File: src/rtl/pw_pkg.sv
package pw_pkg;

    typedef enum logic [1:0] {
        ST_IDLE     = 2'd0,
        ST_READ_PTE = 2'd1,
        ST_WAIT_PTE = 2'd2,
        ST_RESPOND  = 2'd3
    } walk_state_e;

    localparam logic [1:0] KIND_LOAD  = 2'b00;
    localparam logic [1:0] KIND_STORE = 2'b01;
    localparam logic [1:0] KIND_FETCH = 2'b10;

    localparam logic [1:0] RIGHT_NONE = 2'b00;
    localparam logic [1:0] RIGHT_RO   = 2'b01;
    localparam logic [1:0] RIGHT_RW   = 2'b10;
    localparam logic [1:0] RIGHT_EXEC = 2'b11;

    localparam logic [1:0] STAT_OK     = 2'b00;
    localparam logic [1:0] STAT_PFAULT = 2'b01;
    localparam logic [1:0] STAT_PROT   = 2'b10;

    localparam int RIGHTS_LSB = 24;

endpackage

File: src/rtl/pw_pte_check.sv
module pw_pte_check
    import pw_pkg::*;
#(
    parameter int PTE_W = 32,
    parameter int PPN_W = 22
) (
    input  logic [PTE_W-1:0] pte,
    input  logic [1:0]       kind,
    output logic [1:0]       status,
    output logic [PPN_W-1:0] ppn
);

    logic       present;
    logic [1:0] rights;
    logic       allowed;
    logic       unused_pte_bits;

    assign present = pte[PTE_W-1];
    assign rights  = pte[RIGHTS_LSB +: 2];
    assign ppn     = pte[PPN_W-1:0];
    assign unused_pte_bits = ^{pte[PTE_W-2:RIGHTS_LSB+2], pte[RIGHTS_LSB-1:PPN_W]};

    always_comb begin
        allowed = 1'b0;
        unique case (kind)
            KIND_LOAD:  allowed = (rights == RIGHT_RO) || (rights == RIGHT_RW);
            KIND_STORE: allowed = (rights == RIGHT_RW);
            KIND_FETCH: allowed = (rights == RIGHT_EXEC);
            default:    allowed = 1'b0;
        endcase
    end

    always_comb begin
        if (!present) begin
            status = STAT_PFAULT;
        end else if (!allowed) begin
            status = STAT_PROT;
        end else begin
            status = STAT_OK;
        end
    end

endmodule

File: src/rtl/pw_base_reg.sv
module pw_base_reg #(
    parameter int PA_W = 36
) (
    input  logic            clk,
    input  logic            rst_n,
    input  logic            kern_mode,
    input  logic            wr_en,
    input  logic [PA_W-1:0] wr_data,
    input  logic            walk_busy,
    input  logic            walk_done,
    output logic [PA_W-1:0] base_q
);

    logic            wr_ok;
    logic            pend_q;
    logic [PA_W-1:0] pend_data_q;

    assign wr_ok = wr_en && kern_mode;

    always_ff @(posedge clk or negedge rst_n) begin
        if (!rst_n) begin
            base_q      <= '0;
            pend_q      <= 1'b0;
            pend_data_q <= '0;
        end else if (walk_done) begin
            if (wr_ok) begin
                base_q <= wr_data;
            end else if (pend_q) begin
                base_q <= pend_data_q;
            end
            pend_q <= 1'b0;
        end else if (wr_ok && walk_busy) begin
            pend_q      <= 1'b1;
            pend_data_q <= wr_data;
        end else if (wr_ok) begin
            base_q <= wr_data;
        end
    end

    // without a kernel write and with nothing pending, the base stays put
    a_r6_user_write_ignored: assert property (@(posedge clk) disable iff (!rst_n)
        (!wr_ok && !pend_q) |=> $stable(base_q));

    // the base never moves during a walk before it completes
    a_r7_hold_while_busy: assert property (@(posedge clk) disable iff (!rst_n)
        (walk_busy && !walk_done) |=> $stable(base_q));

endmodule

File: src/rtl/pw_walk_fsm.sv
module pw_walk_fsm
    import pw_pkg::*;
#(
    parameter int VA_W  = 40,
    parameter int PA_W  = 36,
    parameter int OFS_W = 14,
    parameter int PTE_W = 32
) (
    input  logic               clk,
    input  logic               rst_n,
    input  logic               req_valid,
    input  logic [VA_W-1:0]    req_vaddr,
    input  logic [1:0]         req_kind,
    input  logic [PA_W-1:0]    base,
    input  logic               mem_rsp_valid,
    input  logic [PTE_W-1:0]   mem_rsp_data,
    input  logic [1:0]         chk_status,
    input  logic [PA_W-OFS_W-1:0] chk_ppn,
    output logic [PTE_W-1:0]   pte_q,
    output logic [1:0]         kind_q,
    output logic               busy,
    output logic               walk_done,
    output logic               mem_req,
    output logic [PA_W-1:0]    mem_addr,
    output logic               rsp_valid,
    output logic [1:0]         rsp_status,
    output logic [PA_W-1:0]    rsp_paddr
);

    localparam int VPN_W = VA_W - OFS_W;

    walk_state_e      state_q, state_d;
    logic [VPN_W-1:0] vpn_q;
    logic [OFS_W-1:0] ofs_q;

    always_comb begin
        state_d = state_q;
        unique case (state_q)
            ST_IDLE:     if (req_valid) state_d = ST_READ_PTE;
            ST_READ_PTE: state_d = ST_WAIT_PTE;
            ST_WAIT_PTE: if (mem_rsp_valid) state_d = ST_RESPOND;
            ST_RESPOND:  state_d = ST_IDLE;
            default:     state_d = ST_IDLE;
        endcase
    end

    always_ff @(posedge clk or negedge rst_n) begin
        if (!rst_n) begin
            state_q <= ST_IDLE;
            vpn_q   <= '0;
            ofs_q   <= '0;
            kind_q  <= KIND_LOAD;
            pte_q   <= '0;
        end else begin
            state_q <= state_d;
            if (state_q == ST_IDLE && req_valid) begin
                vpn_q  <= req_vaddr[VA_W-1:OFS_W];
                ofs_q  <= req_vaddr[OFS_W-1:0];
                kind_q <= req_kind;
            end
            if (state_q == ST_WAIT_PTE && mem_rsp_valid) begin
                pte_q <= mem_rsp_data;
            end
        end
    end

    always_comb begin
        busy       = 1'b1;
        walk_done  = 1'b0;
        mem_req    = 1'b0;
        mem_addr   = '0;
        rsp_valid  = 1'b0;
        rsp_status = STAT_OK;
        rsp_paddr  = '0;
        unique case (state_q)
            ST_IDLE: begin
                busy = 1'b0;
            end
            ST_READ_PTE: begin
                mem_req  = 1'b1;
                mem_addr = base + PA_W'({vpn_q, 2'b00});
            end
            ST_WAIT_PTE: begin
                busy = 1'b1;
            end
            ST_RESPOND: begin
                walk_done  = 1'b1;
                rsp_valid  = 1'b1;
                rsp_status = chk_status;
                if (chk_status == STAT_OK) begin
                    rsp_paddr = {chk_ppn, ofs_q};
                end
            end
            default: busy = 1'b0;
        endcase
    end

    // a read request lasts exactly one cycle
    a_r2_single_read: assert property (@(posedge clk) disable iff (!rst_n)
        mem_req |=> !mem_req);

    // an accepted request raises busy on the next cycle
    a_r8_accept_busy: assert property (@(posedge clk) disable iff (!rst_n)
        (req_valid && !busy) |=> busy);

    // the response is a single pulse followed by idle
    a_r9_pulse: assert property (@(posedge clk) disable iff (!rst_n)
        rsp_valid |=> (!rsp_valid && !busy));

    // request and response never overlap
    a_r9_no_overlap: assert property (@(posedge clk) disable iff (!rst_n)
        !(mem_req && rsp_valid));

    // a fault never carries an address
    a_r3_fault_zero: assert property (@(posedge clk) disable iff (!rst_n)
        (rsp_valid && rsp_status != STAT_OK) |-> (rsp_paddr == '0));

    // a successful store was granted by read/write rights
    a_r4_store_needs_rw: assert property (@(posedge clk) disable iff (!rst_n)
        (rsp_valid && kind_q == KIND_STORE && rsp_status == STAT_OK)
            |-> (pte_q[RIGHTS_LSB +: 2] == RIGHT_RW));

    // an invalid entry always reports a page fault
    a_r5_pfault_first: assert property (@(posedge clk) disable iff (!rst_n)
        (rsp_valid && !pte_q[PTE_W-1]) |-> (rsp_status == STAT_PFAULT));

endmodule

File: src/rtl/pt_walker.sv
module pt_walker #(
    parameter int VA_W  = 40,
    parameter int PA_W  = 36,
    parameter int OFS_W = 14,
    parameter int PTE_W = 32
) (
    input  logic             clk,
    input  logic             rst_n,
    input  logic             kern_mode,
    input  logic             base_wr_en,
    input  logic [PA_W-1:0]  base_wr_data,
    input  logic             req_valid,
    input  logic [VA_W-1:0]  req_vaddr,
    input  logic [1:0]       req_kind,
    output logic             busy,
    output logic             mem_req,
    output logic [PA_W-1:0]  mem_addr,
    input  logic             mem_rsp_valid,
    input  logic [PTE_W-1:0] mem_rsp_data,
    output logic             rsp_valid,
    output logic [1:0]       rsp_status,
    output logic [PA_W-1:0]  rsp_paddr
);

    localparam int PPN_W = PA_W - OFS_W;

    logic [PA_W-1:0]  base;
    logic [PTE_W-1:0] pte_q;
    logic [1:0]       kind_q;
    logic [1:0]       chk_status;
    logic [PPN_W-1:0] chk_ppn;
    logic             walk_done;

    pw_base_reg #(.PA_W(PA_W)) u_base (
        .clk       (clk),
        .rst_n     (rst_n),
        .kern_mode (kern_mode),
        .wr_en     (base_wr_en),
        .wr_data   (base_wr_data),
        .walk_busy (busy),
        .walk_done (walk_done),
        .base_q    (base)
    );

    pw_pte_check #(.PTE_W(PTE_W), .PPN_W(PPN_W)) u_check (
        .pte    (pte_q),
        .kind   (kind_q),
        .status (chk_status),
        .ppn    (chk_ppn)
    );

    pw_walk_fsm #(
        .VA_W(VA_W), .PA_W(PA_W), .OFS_W(OFS_W), .PTE_W(PTE_W)
    ) u_fsm (
        .clk           (clk),
        .rst_n         (rst_n),
        .req_valid     (req_valid),
        .req_vaddr     (req_vaddr),
        .req_kind      (req_kind),
        .base          (base),
        .mem_rsp_valid (mem_rsp_valid),
        .mem_rsp_data  (mem_rsp_data),
        .chk_status    (chk_status),
        .chk_ppn       (chk_ppn),
        .pte_q         (pte_q),
        .kind_q        (kind_q),
        .busy          (busy),
        .walk_done     (walk_done),
        .mem_req       (mem_req),
        .mem_addr      (mem_addr),
        .rsp_valid     (rsp_valid),
        .rsp_status    (rsp_status),
        .rsp_paddr     (rsp_paddr)
    );

endmodule

File: config.mk
export PLATFORM = sky130hd
export DESIGN_NAME = pt_walker
export DESIGN_NICKNAME = d
export VERILOG_FILES = /design/src/rtl/pw_pkg.sv /design/src/rtl/pw_pte_check.sv /design/src/rtl/pw_base_reg.sv /design/src/rtl/pw_walk_fsm.sv /design/src/rtl/pt_walker.sv
export SDC_FILE = /design/constraint.sdc
export NUM_CORES = 1
export LEC_CHECK = 0
export BUFFER_PORTS_ARGS = -buffer_cell sky130_fd_sc_hd__buf_2
export CORE_MARGIN = 2
export CORE_UTILIZATION = 56
export CTS_BUF_LIST = sky130_fd_sc_hd__clkbuf_8
export DETAILED_ROUTE_END_ITERATION = 10
export GPL_TIMING_DRIVEN = 0
export HOLD_SLACK_MARGIN = 0.12
export PLACE_DENSITY_LB_ADDON = 0.3
export SLEW_MARGIN = 0
export SYNTH_ARGS = -nofsm -noshare
export SYNTH_HDL_FRONTEND = slang
export SYNTH_HIERARCHICAL = 1
export SYNTH_SLANG_ARGS = --single-unit
File: constraint.sdc
create_clock -name clk -period 2.9 [get_ports clk]
set_input_delay 0.29 -clock clk [delete_from_list [all_inputs] [get_ports clk]]
set_output_delay 0.29 -clock clk [all_outputs]
set_load 0.03 [all_outputs]
==> impl_metrics.json <==
{
  "r2r-start": "u_fsm/state_q[1]",
  "status": "finished, violations left",
  "drt_wl_total_mm": 26.13,
  "rsz0062_at_grt": "yes",
  "grt_max_degree": 93,
  "core-area_um2": 14370,
  "rows": 44,
  "antenna_left": 0,
  "fp.dieW_um": 124.4,
  "fin_crit_sh_pct": 116.6,
  "ir_worst_vdd_mv": 0.6375,
  "worst_slack_ns": -0.4803,
  "finalWeightedCongestion": 0.8748,
  "hold_start": "base_wr_data[19]",
  "grt_use_total_pct": 32.57,
  "critPathMaxFanout": 6,
  "fin_crit_ns": 3.380,
  "violations": "negative setup slack",
  "setup_viol": 25,
  "clock_latency_ns": 0.47,
  "grt_overflow": 0,
  "finClkSkew_ns": 0.01820,
  "dp_hpwl_mm": 14.52,
  "drcViolationCount": 0,
  "grt_pass1_vias": 7738,
  "grt_pass1_wl_mm": 39.96,
  "crit_path_end_kind": "primary output",
  "first_pass_iters": 6,
  "fin_nets": 1263,
  "max_freq_mhz": 295.8,
  "critPathLaunchType": "register",
  "synth_cells": 776,
  "tns_ns": -6.705,
  "syn-cell-area_um2": 8123,
  "clock-sinks": 142,
  "cts_buffers": 17,
  "synth_warnings": 6,
  "start_util_pct": 56.53,
  "syn_nets": 926,
  "io_buffer_count": 185,
  "criticalPathCategory": "reg -> out",
  "clockBufferDepth": 2,
  "timing.slew.headroom_pct": 51.41,
  "vias": 7439,
  "syn_area_per_cell_um2": 10.47,
  "drv_cap": 0,
  "detail_route.wl_per_cell_um": 19.91,
  "fin_cells": 1312,
  "antenna_found_initial": 1,
  "dieHeight_um": 124.4,
  "ioPinCount": 193,
  "tritoncts": "built",
  "worstPathRequired_ns": 2.61,
  "crit_path_start": "u_base/base_q[2]",
  "hold_violations": 0,
  "power_density_nw_per_um2": 1356,
  "slew_viol_final": 0,
  "dp.cells": 1146,
  "viasPerCell": 5.670,
  "die_area_um2": 15480,
  "leakagePower_nw": 5.910,
  "drt_iter0_drc": 873,
  "cts_root_buffer": "clkbuf_8",
  "fillers": 755,
  "clk_transition_reported_paths_ns": 0.08,
  "worstPathArrival_ns": 3.09,
  "hold_class": "in -> reg",
  "htreeDepth": 4,
  "worstMarginPinSlew_ns": 0.7288,
  "area_growth_pct": 45.04,
  "drive_above_1_share_pct": 41.12
}
==> repair_timing <==
| action | 4_1_cts | 5_1_grt |
|---|---|---|
| endpoints found under the setup margin | 66 | 67 |
| setup buffers | 26 | 10 |
| pin swaps | 41 | 40 |
| endpoints found under the hold margin | 169 | 0 |
| resized for setup | 134 | 108 |
| hold buffers | 101 | 0 |
| gates cloned | 1 | 0 |
==> where the power goes <==
group / total, mW / leakage (nW) / internal [mW] / switching, mW
Sequential: 3.70 / 1.64 / 2.99 / 0.704
Clock: 1.54 / 0.194 / 0.700 / 0.841
Combinational: 10.7 / 4.08 / 4.98 / 5.76
==> metal layers <==
metal | part of all wire, % | track usage (%)
met1 | 38 | 38.69
met3 | 7.2 | 7.947
met2 | 51 | 57.38
met4 | 3.3 | 11.76
met5 | 0 | 0
==> worst paths after layout <==
kind                       slack [ns]                      to  cells past startpoint
setup reg to reg                 0.68        u_base/base_q[9]                      8
min in group asynchronous        0.35         u_fsm/vpn_q[12]                      2
max in group asynchronous        1.71       u_base/base_q[11]                      3
setup / recovery                -0.48            mem_addr[34]                     11
hold reg to reg                  0.50  u_base/pend_data_q[29]                      1
hold / removal                   0.14  u_base/pend_data_q[19]                      3
==> cell usage in the layout (no fill, tap or decap), drive strengths merged, types with 15 or more instances in the layout <==
cell	count
dfrtp	142
a21oi	32
mux2i	29
inv	120
buf	265
xnor2	15
nand2	33
mux2	78
ha	33
dlygate4sd3	101
clkbuf	27
and2	65
o21ai	18
a222oi	25
==> sequential cells by signal (all words and copies together) (netlist names) <==
| name | flops |
|---|---|
| u_fsm/state_q | 2 |
| u_fsm/vpn_q | 26 |
| u_fsm/pte_q | 25 |
| u_base/pend_q | 1 |
| u_fsm/kind_q | 2 |
| u_fsm/ofs_q | 14 |
| u_base/pend_data_q | 36 |
| u_base/base_q | 36 |
==> final cells by class <==
type	instances	area, um2	area share [%]
plain buffers	55	372.9	3.165
clock buffers	18	247.7	2.103
well taps	184	230.2	1.954
repair buffers	320	2532	21.50
inverters	115	431.7	3.664
flip-flops and latches	142	3555	30.17
clock inverters	14	118.9	1.009
diodes	2	5.005	0.04248
multi-input cells	462	4288	36.40
==> worst max-delay path: stages, from the launching register on <==
cell      delay (ns)
dfrtp_1         0.37
ha_2            0.20
inv_2           0.04
fa_2            0.38
nor2b_4         0.14
o211ai_1        0.18
a21oi_2         0.29
or2_4           0.20
a31oi_4         0.13
or3_4           0.36
a21boi_2        0.19
buf_6           0.15
==> stage by stage <==
step	power (mW)	hold slack [ns]	utilization [%]	area [um2]	setup WS, ns
after global placement	11.26	0.4742	64.58	9279	-0.5320
after floorplan	9.590	-0.005591	-	8123	0.07652
final	15.98	0.1428	81.99	11780	-0.4803
after detailed placement	11.46	0.2858	64.81	9313	-0.2390
after global routing	16.81	0.1278	81.97	11780	-0.5996
after CTS	14.66	0.1211	79.62	11440	-0.5074
Note: power is estimated with default switching activity, not from simulation.
